[src/rtl/f2i_pkg.sv]
package f2i_pkg;

    // Operand classes passed from the first stage to the second.
    typedef enum logic [2:0] {
        CL_ZERO = 3'd0,
        CL_SUB  = 3'd1,
        CL_NORM = 3'd2,
        CL_INF  = 3'd3,
        CL_NAN  = 3'd4
    } f2i_cls_e;

endpackage

[src/rtl/f2i_classify.sv]
module f2i_classify
    import f2i_pkg::*;
#(
    parameter int EXP_W = 8,
    parameter int MAN_W = 23
) (
    input  logic [EXP_W+MAN_W:0] op_i,
    output logic                 sign_o,
    output logic [EXP_W-1:0]     exp_o,
    output logic [MAN_W-1:0]     man_o,
    output f2i_cls_e             cls_o
);

    localparam int OP_W = EXP_W + MAN_W + 1;

    logic exp_zero;
    logic exp_ones;
    logic man_zero;

    assign sign_o   = op_i[OP_W-1];
    assign exp_o    = op_i[OP_W-2:MAN_W];
    assign man_o    = op_i[MAN_W-1:0];
    assign exp_zero = (exp_o == '0);
    assign exp_ones = &exp_o;
    assign man_zero = (man_o == '0);

    always_comb begin
        unique case ({exp_ones, exp_zero})
            2'b01:   cls_o = man_zero ? CL_ZERO : CL_SUB;
            2'b10:   cls_o = man_zero ? CL_INF  : CL_NAN;
            default: cls_o = CL_NORM;
        endcase
    end

endmodule

[src/rtl/f2i_align.sv]
module f2i_align
    import f2i_pkg::*;
#(
    parameter int EXP_W = 8,
    parameter int MAN_W = 23,
    parameter int INT_W = 32
) (
    input  f2i_cls_e         cls_i,
    input  logic [EXP_W-1:0] exp_i,
    input  logic [MAN_W-1:0] man_i,
    output logic [INT_W-1:0] ipart_o,
    output logic             guard_o,
    output logic             sticky_o,
    output logic             big_o,
    output logic             at_min_o
);

    localparam int BIAS   = (1 << (EXP_W - 1)) - 1;
    localparam int SIG_W  = MAN_W + 1;
    localparam int WIDE_W = 2 * INT_W;
    localparam int SH_OFS = INT_W - MAN_W;
    localparam int TOP_E  = INT_W - 1;

    int                e_val;
    logic [SIG_W-1:0]  sig;
    logic [WIDE_W-1:0] wide;

    assign sig = {1'b1, man_i};

    // Integer part in the upper half of wide, fraction in the lower half.
    always_comb begin
        e_val    = int'(exp_i) - BIAS;
        wide     = '0;
        ipart_o  = '0;
        guard_o  = 1'b0;
        sticky_o = 1'b0;
        big_o    = 1'b0;
        at_min_o = 1'b0;
        unique case (cls_i)
            CL_NORM: begin
                if (e_val >= TOP_E) begin
                    big_o    = 1'b1;
                    at_min_o = (e_val == TOP_E) && (man_i == '0);
                end else if (e_val >= -1) begin
                    wide     = {{(WIDE_W-SIG_W){1'b0}}, sig} << (e_val + SH_OFS);
                    ipart_o  = wide[WIDE_W-1:INT_W];
                    guard_o  = wide[INT_W-1];
                    sticky_o = |wide[INT_W-2:0];
                end else begin
                    sticky_o = 1'b1;
                end
            end
            CL_SUB:  sticky_o = 1'b1;
            default: ;
        endcase
    end

endmodule

[src/rtl/f2i_compose.sv]
module f2i_compose
    import f2i_pkg::*;
#(
    parameter int INT_W = 32
) (
    input  logic             sign_i,
    input  f2i_cls_e         cls_i,
    input  logic [INT_W-1:0] ipart_i,
    input  logic             guard_i,
    input  logic             sticky_i,
    input  logic             big_i,
    input  logic             at_min_i,
    output logic [INT_W-1:0] data_o,
    output logic             ovf_o,
    output logic             udf_o,
    output logic             inv_o
);

    localparam logic [INT_W-1:0] MAX_POS = {1'b0, {(INT_W-1){1'b1}}};
    localparam logic [INT_W-1:0] MIN_NEG = {1'b1, {(INT_W-1){1'b0}}};

    logic             inc;
    logic [INT_W:0]   mag;
    logic             too_big;

    // Ties to even: round up when above half, or exactly half with an odd LSB.
    assign inc     = guard_i & (sticky_i | ipart_i[0]);
    assign mag     = {1'b0, ipart_i} + {{INT_W{1'b0}}, inc};
    assign too_big = sign_i ? (mag > {1'b0, MIN_NEG}) : (mag > {1'b0, MAX_POS});

    always_comb begin
        data_o = '0;
        ovf_o  = 1'b0;
        udf_o  = 1'b0;
        inv_o  = 1'b0;
        unique case (cls_i)
            CL_INF, CL_NAN: begin
                data_o = MIN_NEG;
                inv_o  = 1'b1;
            end
            CL_SUB, CL_NORM: begin
                if (big_i) begin
                    if (sign_i && at_min_i) begin
                        data_o = MIN_NEG;
                    end else begin
                        ovf_o  = 1'b1;
                        data_o = sign_i ? MIN_NEG : MAX_POS;
                    end
                end else if (mag == '0) begin
                    udf_o = 1'b1;
                end else if (too_big) begin
                    ovf_o  = 1'b1;
                    data_o = sign_i ? MIN_NEG : MAX_POS;
                end else begin
                    data_o = sign_i ? (~mag[INT_W-1:0] + 1'b1) : mag[INT_W-1:0];
                end
            end
            default: ;
        endcase
    end

endmodule

[src/rtl/f2i_conv.sv]
module f2i_conv
    import f2i_pkg::*;
#(
    parameter int EXP_W = 8,
    parameter int MAN_W = 23,
    parameter int INT_W = 32
) (
    input  logic                 clk,
    input  logic                 rst,
    input  logic                 en,
    input  logic [EXP_W+MAN_W:0] data_i,
    output logic [INT_W-1:0]     data_o,
    output logic                 ovf_o,
    output logic                 udf_o,
    output logic                 inv_o
);

    typedef struct packed {
        logic             sign;
        f2i_cls_e         cls;
        logic [INT_W-1:0] ipart;
        logic             guard;
        logic             sticky;
        logic             big;
        logic             at_min;
    } st1_t;

    typedef struct packed {
        logic [INT_W-1:0] data;
        logic             ovf;
        logic             udf;
        logic             inv;
    } st2_t;

    logic             c_sign;
    logic [EXP_W-1:0] c_exp;
    logic [MAN_W-1:0] c_man;
    f2i_cls_e         c_cls;
    st1_t             st1_d;
    st1_t             st1_q;
    st2_t             st2_d;
    st2_t             st2_q;

    f2i_classify #(
        .EXP_W (EXP_W),
        .MAN_W (MAN_W)
    ) u_classify (
        .op_i   (data_i),
        .sign_o (c_sign),
        .exp_o  (c_exp),
        .man_o  (c_man),
        .cls_o  (c_cls)
    );

    f2i_align #(
        .EXP_W (EXP_W),
        .MAN_W (MAN_W),
        .INT_W (INT_W)
    ) u_align (
        .cls_i    (c_cls),
        .exp_i    (c_exp),
        .man_i    (c_man),
        .ipart_o  (st1_d.ipart),
        .guard_o  (st1_d.guard),
        .sticky_o (st1_d.sticky),
        .big_o    (st1_d.big),
        .at_min_o (st1_d.at_min)
    );

    assign st1_d.sign = c_sign;
    assign st1_d.cls  = c_cls;

    // Stage 1 register: classified and aligned operand.
    always_ff @(posedge clk) begin
        if (rst) begin
            st1_q <= '0;
        end else if (en) begin
            st1_q <= st1_d;
        end
    end

    f2i_compose #(
        .INT_W (INT_W)
    ) u_compose (
        .sign_i   (st1_q.sign),
        .cls_i    (st1_q.cls),
        .ipart_i  (st1_q.ipart),
        .guard_i  (st1_q.guard),
        .sticky_i (st1_q.sticky),
        .big_i    (st1_q.big),
        .at_min_i (st1_q.at_min),
        .data_o   (st2_d.data),
        .ovf_o    (st2_d.ovf),
        .udf_o    (st2_d.udf),
        .inv_o    (st2_d.inv)
    );

    // Stage 2 register: rounded result and flags.
    always_ff @(posedge clk) begin
        if (rst) begin
            st2_q <= '0;
        end else if (en) begin
            st2_q <= st2_d;
        end
    end

    assign data_o = st2_q.data;
    assign ovf_o  = st2_q.ovf;
    assign udf_o  = st2_q.udf;
    assign inv_o  = st2_q.inv;

endmodule

[config.mk]
export PLATFORM = sky130hd
export DESIGN_NAME = f2i_conv
export DESIGN_NICKNAME = d
export VERILOG_FILES = /design/src/rtl/f2i_pkg.sv /design/src/rtl/f2i_classify.sv /design/src/rtl/f2i_align.sv /design/src/rtl/f2i_compose.sv /design/src/rtl/f2i_conv.sv
export SDC_FILE = /design/constraint.sdc
export NUM_CORES = 1
export LEC_CHECK = 0
export ABC_AREA = 1
export BUFFER_PORTS_ARGS = -buffer_cell sky130_fd_sc_hd__buf_2
export CORE_MARGIN = 1.5
export CORE_UTILIZATION = 45
export CTS_CLUSTER_SIZE = 10
export DETAILED_ROUTE_END_ITERATION = 8
export PLACE_DENSITY = 0.71
export REMOVE_ABC_BUFFERS = 1
export SYNTH_ARGS = -nofsm -noshare
export SYNTH_HDL_FRONTEND = slang
export SYNTH_SLANG_ARGS = --single-unit
[constraint.sdc]
create_clock -name clk -period 7.9 [get_ports clk]
set_clock_uncertainty 0.1 [all_clocks]
set_input_delay 0.395 -clock clk [delete_from_list [all_inputs] [get_ports clk]]
set_output_delay 0.395 -clock clk [all_outputs]
set_load 0.1 [all_outputs]
==> flow_summary.yaml, run 1 <==
sta:
  hold_violations: 0
  finalCritPeriodShare_pct: 67.06
  slew_headroom_pct: 24.91
  setup_viol: 0
  period_needed_ns: 5.297
  max_freq_ghz: 0.1888
  drv_slew: 0
  fin_tns_setup_ns: 0
  tightest_slew_ns: 1.125
  timing.hold.ws_ns: 0.2990
  setup_ws_ns: 2.603
  rsz0062_at_grt: "no"
placed_design:
  dp_slack_ns: 2.373
  dpl.hpwl_microns: 18180
  gp_congestion: 0.9957
  portBuffers: 69
  place_area_sq_um: 8223
  dp.cells: 1612
synthesis:
  synth_cell_types: 51
  synthArstFlopShare_pct: 0
  ys_seq_elements: 75
  syn_area_per_cell_sq_um: 5.678
  synth_top_area_share_pct: 24.34
  seq_area_frac_synth_pct: 19.20
  synthTopCellsByCount: "507 x nand2_1, 117 x nand3_1, 103 x nor2_1"
  synth_area_leaders: "nand2_1 24%, dfxtp_1 19%, nand3_1 7.5%, nand4_1 6.9%, xor2_1 5.3%"
  synth_flop_cell: "dfxtp_1"
  yosysMostFrequentCell: "nand2_1"
  syn_area_sq_um: 7819
  syn_inst: 1377
  synth-edff-count: 0
  yosys_warnings: 0
  yosysTopAreaCell: "nand2_1"
global_route:
  grt_pass1_wl_microns: 39190
  grt_pass1_vias: 8021
  antenna_found_initial: 0
  grt_max_degree: 72
  grt_util_all_layers_pct: 26.17
  overflow: 0
cells_and_area:
  drive_gt1_share_pct: 11.69
  utilization_pct: 49.85
  fin_nets: 1448
  final_cell_area_sq_um: 8533
  num_antenna_cells: 0
  stdcell_count: 1628
  area.growth.synth_to_final_pct: 9.137
  fill_cells: 1865
clock_network:
  post_cts_buffers: 0
  cts.repair.resized: 0
  clock-sinks: 75
  holdBufCountCts: 0
  clk_latency_ns: 0.34
  cts_buffer_depth: 2
  cts_root_buf: "clkbuf_16"
  numCtsBuffers: 9
  htree_num_levels: 3
  tritoncts: "yes"
  clk_pin_slew_ns: 0.06
critical_path:
  start_kind: "input port"
  crit_family: "simple AND/OR/NAND/NOR gates"
  crit_arrival_ns: 5.47
  critPathRequiredTime_ns: 8.07
  critical_path_buf_inv_count: 2
  criticalPathCategory: "in2reg"
  path_max_fanout: 45
  cp_common_cell: "nand2_1"
  crit_slowest_cell: "nor2_4"
  slowest_delay_ns: 0.67
  end_kind: "flip-flop"
detailed_routing:
  wire_per_inst_microns: 14.42
  vias: 8976
  drt_drc_violations_left: 0
  ant_nets: 0
  first_pass_iters: 6
  routed_wl_microns: 23470
  via_per_inst: 5.514
  drtIter0Drc: 695
die:
  ios: 70
  die-area_sq_um: 18180
  coreArea_sq_um: 17120
  die_h_microns: 134.8
  start_util_pct: 45.68
  rows: 48
  fp.dieW_microns: 134.8
flow_run:
  drv_cap: 0
run_status:
  run_status: "completed"
power_and_ir_drop:
  p_per_area_nw_per_um2: 160.0
  ir_worst_vdd_mv: 0.1146
  cellLeakagePower_nw: 4.131
  finalPower_mw: 1.365
hold_path:
  hold_class: "in2reg"
-- registers in the layout, summed over array words and instances (netlist names) --
register  count
udf_o         1
data_o       32
st1_q        40
inv_o         1
ovf_o         1
-- layout by cell type, fill, tap and decap left out, types with 3 or more instances in the layout --
cell | synthesis | routed
nand2_1 | 507 | 507
nand3_1 | 117 | 117
nor2_1 | 103 | 102
inv_1 | 94 | 94
nand4_1 | 86 | 86
a21oi_1 | 77 | 77
dfxtp_1 | 75 | 75
buf_2 | 13 | 69
xor2_1 | 47 | 46
o21ai_0 | 37 | 37
nor3_1 | 19 | 19
o21ai_1 | 19 | 19
nor4_1 | 18 | 18
inv_2 | 15 | 15
ha_1 | 15 | 15
buf_4 | 1 | 10
a21oi_2 | 9 | 9
clkbuf_16 | 0 | 9
nand2_2 | 7 | 7
o21ai_2 | 7 | 7
nor2_2 | 5 | 6
nor2_4 | 5 | 5
o22ai_1 | 4 | 4
xnor2_1 | 4 | 4
nor4_2 | 3 | 3
a31oi_1 | 3 | 3
nor3_4 | 3 | 3
nor3_2 | 3 | 3
-- cell type report --
cell class | count | area, sq um | share of cell area, %
tap | 225 | 281.5 | 3.299
inverter | 110 | 412.9 | 4.839
clock inverter | 6 | 71.32 | 0.8358
timing repair buffer | 79 | 420.4 | 4.927
clock buffer | 10 | 239.0 | 2.801
multi-input combinational | 1123 | 5607 | 65.70
sequential | 75 | 1501 | 17.60
-- per-layer routing --
layer / global-route usage (%) / up-vias / wire [microns]
met4: 10.63 / 0 / 836
li1: - / 4601 / -
met5: 0 / - / 0
met3: 2.890 / 50 / 1158
met1: 34.29 / 4017 / 10820
met2: 43.87 / 308 / 10650
-- cell families after synthesis --
logic type | synth area share [%]
AOI/OAI and AO/OA | 11.87
xor gates and xnor gates | 6.065
adders and majority gates | 2.400
buffers and inverters | 9.217
DFF | 19.20
and+or+nand+nor | 51.24
-- final timing paths --
path	start	to	slack, ns	cells past startpoint
setup / recovery	data_i[23]	st1_q[2]	2.60	33
setup reg to reg	st1_q[4]	data_o[5]	3.72	23
hold / removal	data_i[31]	st1_q[39]	0.30	3
hold reg to reg	data_o[17]	data_o[17]	0.36	2
-- power breakdown --
part	switching, mW	leakage (nW)	internal [mW]	total, mW
Clock	0.172	0.146	0.256	0.428
Sequential	0.0111	0.608	0.392	0.403
Combinational	0.383	3.38	0.152	0.534
-- worst reg2reg max path, delay by kind of cell, from the launching register on --
family                     cells  cell delay (ns)
and+or+nand+nor               13             2.14
AOI/OAI and AO/OA              3             0.47
adders and majority gates      2             0.41
buffers and inverters          4             0.38
DFF                            1             0.35
xor gates and xnor gates       1             0.26
(Power assumes the default switching activity.)
==> run 2: changes to the inputs <==
--- a/config.mk
+++ b/config.mk
@@ -11,7 +11,7 @@
 export CORE_UTILIZATION = 45
 export CTS_CLUSTER_SIZE = 10
 export DETAILED_ROUTE_END_ITERATION = 8
-export PLACE_DENSITY = 0.71
+export PLACE_DENSITY = 0.74
 export REMOVE_ABC_BUFFERS = 1
 export SYNTH_ARGS = -nofsm -noshare
 export SYNTH_HDL_FRONTEND = slang
==> constraint.sdc (replaced) <==
create_clock -name clk -period 4.3 [get_ports clk]
set_clock_uncertainty 0.1 [all_clocks]
set_input_delay 0.215 -clock clk [delete_from_list [all_inputs] [get_ports clk]]
set_output_delay 0.215 -clock clk [all_outputs]
set_load 0.1 [all_outputs]
==> run 2 against run 1 <==
Sequential share of layout area decreased by 1.4 points. Non-clock buffer count grew 83. Global-route usage rose by 0.29 points. Clock power is 68% higher. Worst setup slack got worse by 2.3 ns. Critical path type unchanged. Critical endpoint unchanged.
==> flow_summary.yaml, run 2 (same netlist as run 1, synthesis figures left out) <==
run_status:
  run_status: "completed"
critical_path:
  start_kind: "input port"
  endpoint: "st1_q[2]"
  path_max_fanout: 11
  rrSetupSlack_ns: 0.43
  critPathRequiredTime_ns: 4.47
  cp_common_cell: "nand2_1"
  crit_slowest_cell: "ha_1"
  cp-startpoint: "data_i[23]"
  cp.depth: 37
  crit_arrival_ns: 4.12
  r2r-start: "st1_q[4]"
  critical_path_buf_inv_count: 7
  criticalPathCategory: "in2reg"
  rr_endpoint: "data_o[26]"
  crit_family: "simple AND/OR/NAND/NOR gates"
  slowest_delay_ns: 0.27
  end_kind: "flip-flop"
  reg2reg_depth: 23
flow_run:
  drv_cap: 0
clock_network:
  clock-sinks: 75
  tritoncts: "yes"
  clk_latency_ns: 0.34
  cts_buffer_depth: 2
  clk_pin_slew_ns: 0.06
  numCtsBuffers: 9
  holdBufCountCts: 0
  htree_num_levels: 3
  cts_root_buf: "clkbuf_16"
die:
  die-area_sq_um: 18180
  ios: 70
  die_h_microns: 134.8
  fp.dieW_microns: 134.8
  rows: 48
  start_util_pct: 45.68
  coreArea_sq_um: 17120
global_route:
  overflow: 0
  grt_util_all_layers_pct: 26.46
  grt_max_degree: 72
  grt_pass1_wl_microns: 39790
  grt_pass1_vias: 8496
  antenna_found_initial: 0
cells_and_area:
  mostFrequentLayoutCell: "nand2_1"
  drive_gt1_share_pct: 17.23
  num_antenna_cells: 0
  largest_reg_flops: 40
  multiInputGateArea_sq_um: 5658
  fill_cells: 1796
  regMostFlops: "st1_q"
  most-common-layout-cells: "505 x nand2_1, 117 x nand3_1, 99 x nor2_1, 94 x inv_1, 87 x buf_4"
  seq_area_sq_um: 1501
  area.growth.synth_to_final_pct: 18.43
  fin_nets: 1531
detailed_routing:
  ant_nets: 0
  wl_met2_microns: 11060
  first_pass_iters: 7
  via_per_inst: 5.451
  routed_wl_microns: 23970
  vias: 9327
  wire_per_inst_microns: 14.01
  drt_drc_violations_left: 0
  wl_met1_microns: 10850
  drtIter0Drc: 705
  topRoutingLayerUsed: "met4"
  route.met3.wl_microns: 1189
sta:
  slew_headroom_pct: 26.63
  tightest_slew_ns: 1.099
  hold_violations: 0
  timing.hold.ws_ns: 0.1065
  max_freq_ghz: 0.2530
  period_needed_ns: 3.953
  setup_viol: 0
  drv_slew: 0
  fin_tns_setup_ns: 0
  setup_ws_ns: 0.3470
  finalCritPeriodShare_pct: 91.93
placed_design:
  gp_congestion: 1.046
  dpl.hpwl_microns: 18780
  dp_slack_ns: -0.03909
  portBuffers: 69
power_and_ir_drop:
  p_per_area_nw_per_um2: 278.5
  cellLeakagePower_nw: 4.531
  ir_worst_vdd_mv: 0.2261
hold_path:
  hold_class: "in2reg"
  min_path_cells: 3
## run 2: final cells by class
| class | count | area share (%) |
|---|---|---|
| Multi-Input combinational cell | 1123 | 61.10 |
| Clock inverter | 6 | 0.5134 |
| Inverter | 110 | 4.459 |
| Clock buffer | 10 | 2.581 |
| Tap cell | 225 | 3.040 |
| Sequential cell | 75 | 16.21 |
| Timing Repair Buffer | 162 | 12.09 |
## run 2: report_power, final
group          switching [mW]  total (mW)  internal [mW]
sequential             0.0204       0.740          0.720
combinational           0.733        1.12          0.385
clock                   0.311       0.721          0.410
## run 2: timing repair
action                     in CTS  in global routing
setup endpoints to repair       0                  6
gates resized for setup         0                 13
buffers inserted                0                  1
## run 2: how the worst min path moves through the flow
| stage | from | endpoint | slack (ns) |
|---|---|---|---|
| floorplan | rst | data_o[23] | 0.18 |
| global route | data_i[31] | st1_q[39] | 0.17 |
| global placement | data_o[11] | data_o[11] | 0.35 |
| detailed placement | data_o[21] | data_o[21] | 0.35 |
| finish | data_i[31] | st1_q[39] | 0.11 |
| CTS | data_i[31] | st1_q[39] | 0.09 |
## run 2: metrics by stage
stage,cells,util (%),power (mW),instance area (sq um)
finish,1711,54.10,2.579,9260
global route,1711,54.10,2.745,9260
CTS,1707,53.31,2.573,9125
detailed placement,1691,51.64,1.852,8838
global placement,1691,51.64,1.845,8838
floorplan,1308,-,1.464,7511
## run 2: worst register-to-register path: cells and delay by family, from the launching register on
family                     cells  cell delay, ns
DFF                            1            0.36
buffers and inverters          2            0.28
adders and majority gates      2            0.36
AOI/OAI and AO/OA              3            0.22
and+or+nand+nor               15            2.21
xor gates and xnor gates       1            0.21
## run 2: per-layer routing
metal | up-vias | track usage [%]
met3 | 53 | 2.628
met4 | 0 | 10.93
met1 | 4214 | 33.95
li1 | 4763 | -
met2 | 297 | 45.38
met5 | - | 0
==> run 3: changes to the inputs <==
--- a/config.mk
+++ b/config.mk
@@ -11,7 +11,7 @@
 export CORE_UTILIZATION = 45
 export CTS_CLUSTER_SIZE = 10
 export DETAILED_ROUTE_END_ITERATION = 8
-export PLACE_DENSITY = 0.74
+export PLACE_DENSITY = 0.66
 export REMOVE_ABC_BUFFERS = 1
 export SYNTH_ARGS = -nofsm -noshare
 export SYNTH_HDL_FRONTEND = slang
==> constraint.sdc (replaced) <==
create_clock -name clk -period 4.3 [get_ports clk]
set_clock_uncertainty 0.1 [all_clocks]
set_input_delay 0.645 -clock clk [delete_from_list [all_inputs] [get_ports clk]]
set_output_delay 0.645 -clock clk [all_outputs]
set_load 0.1 [all_outputs]
==> run 3 against run 2 <==
Design area increased by 7.5%. Critical path depth decreased by 2. Non-clock buffer count increased by 45. Register-to-register slack got worse by 0.03 ns. Sequential power about the same. Worst setup slack got worse by 0.26 ns. Global-route usage increased by 1.6 points. Via count increased by 1.6%. Wire length increased by 6.1%. Sequential share of layout area decreased by 1.1 points. Sequential cell count unchanged. Clock power increased by 9.2%.
==> flow_summary.yaml, run 3 (same netlist as run 1, synthesis figures left out) <==
run_status:
  run_status: "completed"
global_route:
  grt_pass1_wl_microns: 41500
  grt_util_all_layers_pct: 28.01
  overflow: 0
  grt_pass1_vias: 8657
  grt_max_degree: 45
  antenna_found_initial: 0
clock_network:
  numCtsBuffers: 9
  clk_pin_slew_ns: 0.06
  cts_buffer_depth: 2
  clk_latency_ns: 0.35
  tritoncts: "yes"
  holdBufCountCts: 0
  clock-sinks: 75
  htree_num_levels: 3
  cts_root_buf: "clkbuf_16"
power_and_ir_drop:
  ir_worst_vdd_mv: 0.2430
  p_per_area_nw_per_um2: 281.0
  netSwitchingPower_mw: 1.119
  p_clk_share_pct: 28.2
  cellLeakagePower_nw: 4.842
  finalPower_mw: 2.796
  p_sw_share_pct: 40.03
  p_comb_share_pct: 45.4
  seqPwrFrac_pct: 26.5
  p_int_mw: 1.677
detailed_routing:
  routed_wl_microns: 25420
  first_pass_iters: 5
  route.met3.wl_microns: 1107
  wl_met1_microns: 11580
  wl_met2_microns: 11910
  via_per_inst: 5.393
  wire_per_inst_microns: 14.47
  topRoutingLayerUsed: "met4"
  vias: 9475
  ant_nets: 0
  drtIter0Drc: 600
  drt_drc_violations_left: 0
placed_design:
  dp_slack_ns: -0.4247
  gp_congestion: 1.008
  place_area_sq_um: 9126
  dp.cells: 1724
  portBuffers: 69
  dpl.hpwl_microns: 19590
critical_path:
  critical_path_buf_inv_count: 6
  crit_family: "simple AND/OR/NAND/NOR gates"
  end_kind: "flip-flop"
  critPathRequiredTime_ns: 4.49
  cp_common_cell: "nand2_1"
  slowest_delay_ns: 0.34
  crit_slowest_cell: "ha_2"
  start_kind: "input port"
  crit_arrival_ns: 4.40
  criticalPathCategory: "in2reg"
  path_max_fanout: 11
sta:
  max_freq_ghz: 0.2373
  slew_headroom_pct: 26.90
  drv_slew: 0
  tightest_slew_ns: 1.095
  timing.hold.ws_ns: 0.3589
  hold_violations: 0
  setup_ws_ns: 0.08661
  setup_viol: 0
  rsz0062_at_grt: "yes"
  period_needed_ns: 4.213
  fin_tns_setup_ns: 0
  finalCritPeriodShare_pct: 97.99
cells_and_area:
  regMostFlops: "st1_q"
  stdcell_count: 1757
  most-common-layout-cells: "457 x nand2_1, 127 x buf_4, 107 x nand3_1, 96 x nor2_1, 92 x inv_1"
  drive_gt1_share_pct: 24.61
  final_cell_area_sq_um: 9951
  mostFrequentLayoutCell: "nand2_1"
  largest_reg_flops: 40
  area.growth.synth_to_final_pct: 27.27
  utilization_pct: 58.14
  num_antenna_cells: 0
  fin_nets: 1577
die:
  die_h_microns: 134.8
  start_util_pct: 45.68
  die-area_sq_um: 18180
  coreArea_sq_um: 17120
  ios: 70
  fp.dieW_microns: 134.8
  rows: 48
flow_run:
  drv_cap: 0
hold_path:
  hold_class: "reg2reg"
==> run 3: cell types whose count changed in the layout (fill, tap and decap cells not counted), sizes merged <==
cell,before,now
buf,160,205
bufinv,0,1
clkbuf,12,13
clkinv,1,2
clkinvlp,4,1
nor2,113,114
==> run 3: cell type report <==
cell class / instances / area, sq um
fillers: 1775 / 7166
multi-input cells: 1124 / 5912
repair buffers: 207 / 1526
flip-flops and latches: 75 / 1503
inverters: 110 / 415.4
well taps: 225 / 281.5
clock buffers: 11 / 252.7
clock inverters: 5 / 60.06
==> run 3: worst paths after layout <==
path	endpoint	slack, ns	depth (start not counted)	start
setup / recovery	st1_q[2]	0.09	35	data_i[24]
hold / removal	data_o[16]	0.36	2	data_o[16]
setup reg to reg	data_o[21]	0.40	26	st1_q[3]
hold reg to reg	data_o[16]	0.36	2	data_o[16]
==> run 3: repair_timing <==
item,in CTS,in global routing
buffers inserted,2,12
setup endpoints to repair,1,48
gates cloned,3,3
gates resized for setup,19,87
pin swaps,6,48
==> run 3: per-layer routing <==
layer / global-route usage (%) / up-vias
met5: 0 / -
met4: 10.87 / 0
met3: 3.003 / 52
met2: 47.35 / 270
met1: 36.64 / 4295
li1: - / 4858
==> run 3: power by group through the flow <==
stage	sequential, mW	combinational (mW)	clock [mW]
after floorplan	0.832	0.632	0
after global placement	0.754	1.16	0
after detailed placement	0.755	1.16	0
after CTS	0.740	1.18	0.795
after global routing	0.743	1.40	0.828
final	0.740	1.27	0.787
==> run 3: worst min-delay path, stage by stage (launching register included) <==
cell	delay, ns
dfxtp_1	0.30
nand2_1	0.06
a21oi_1	0.05
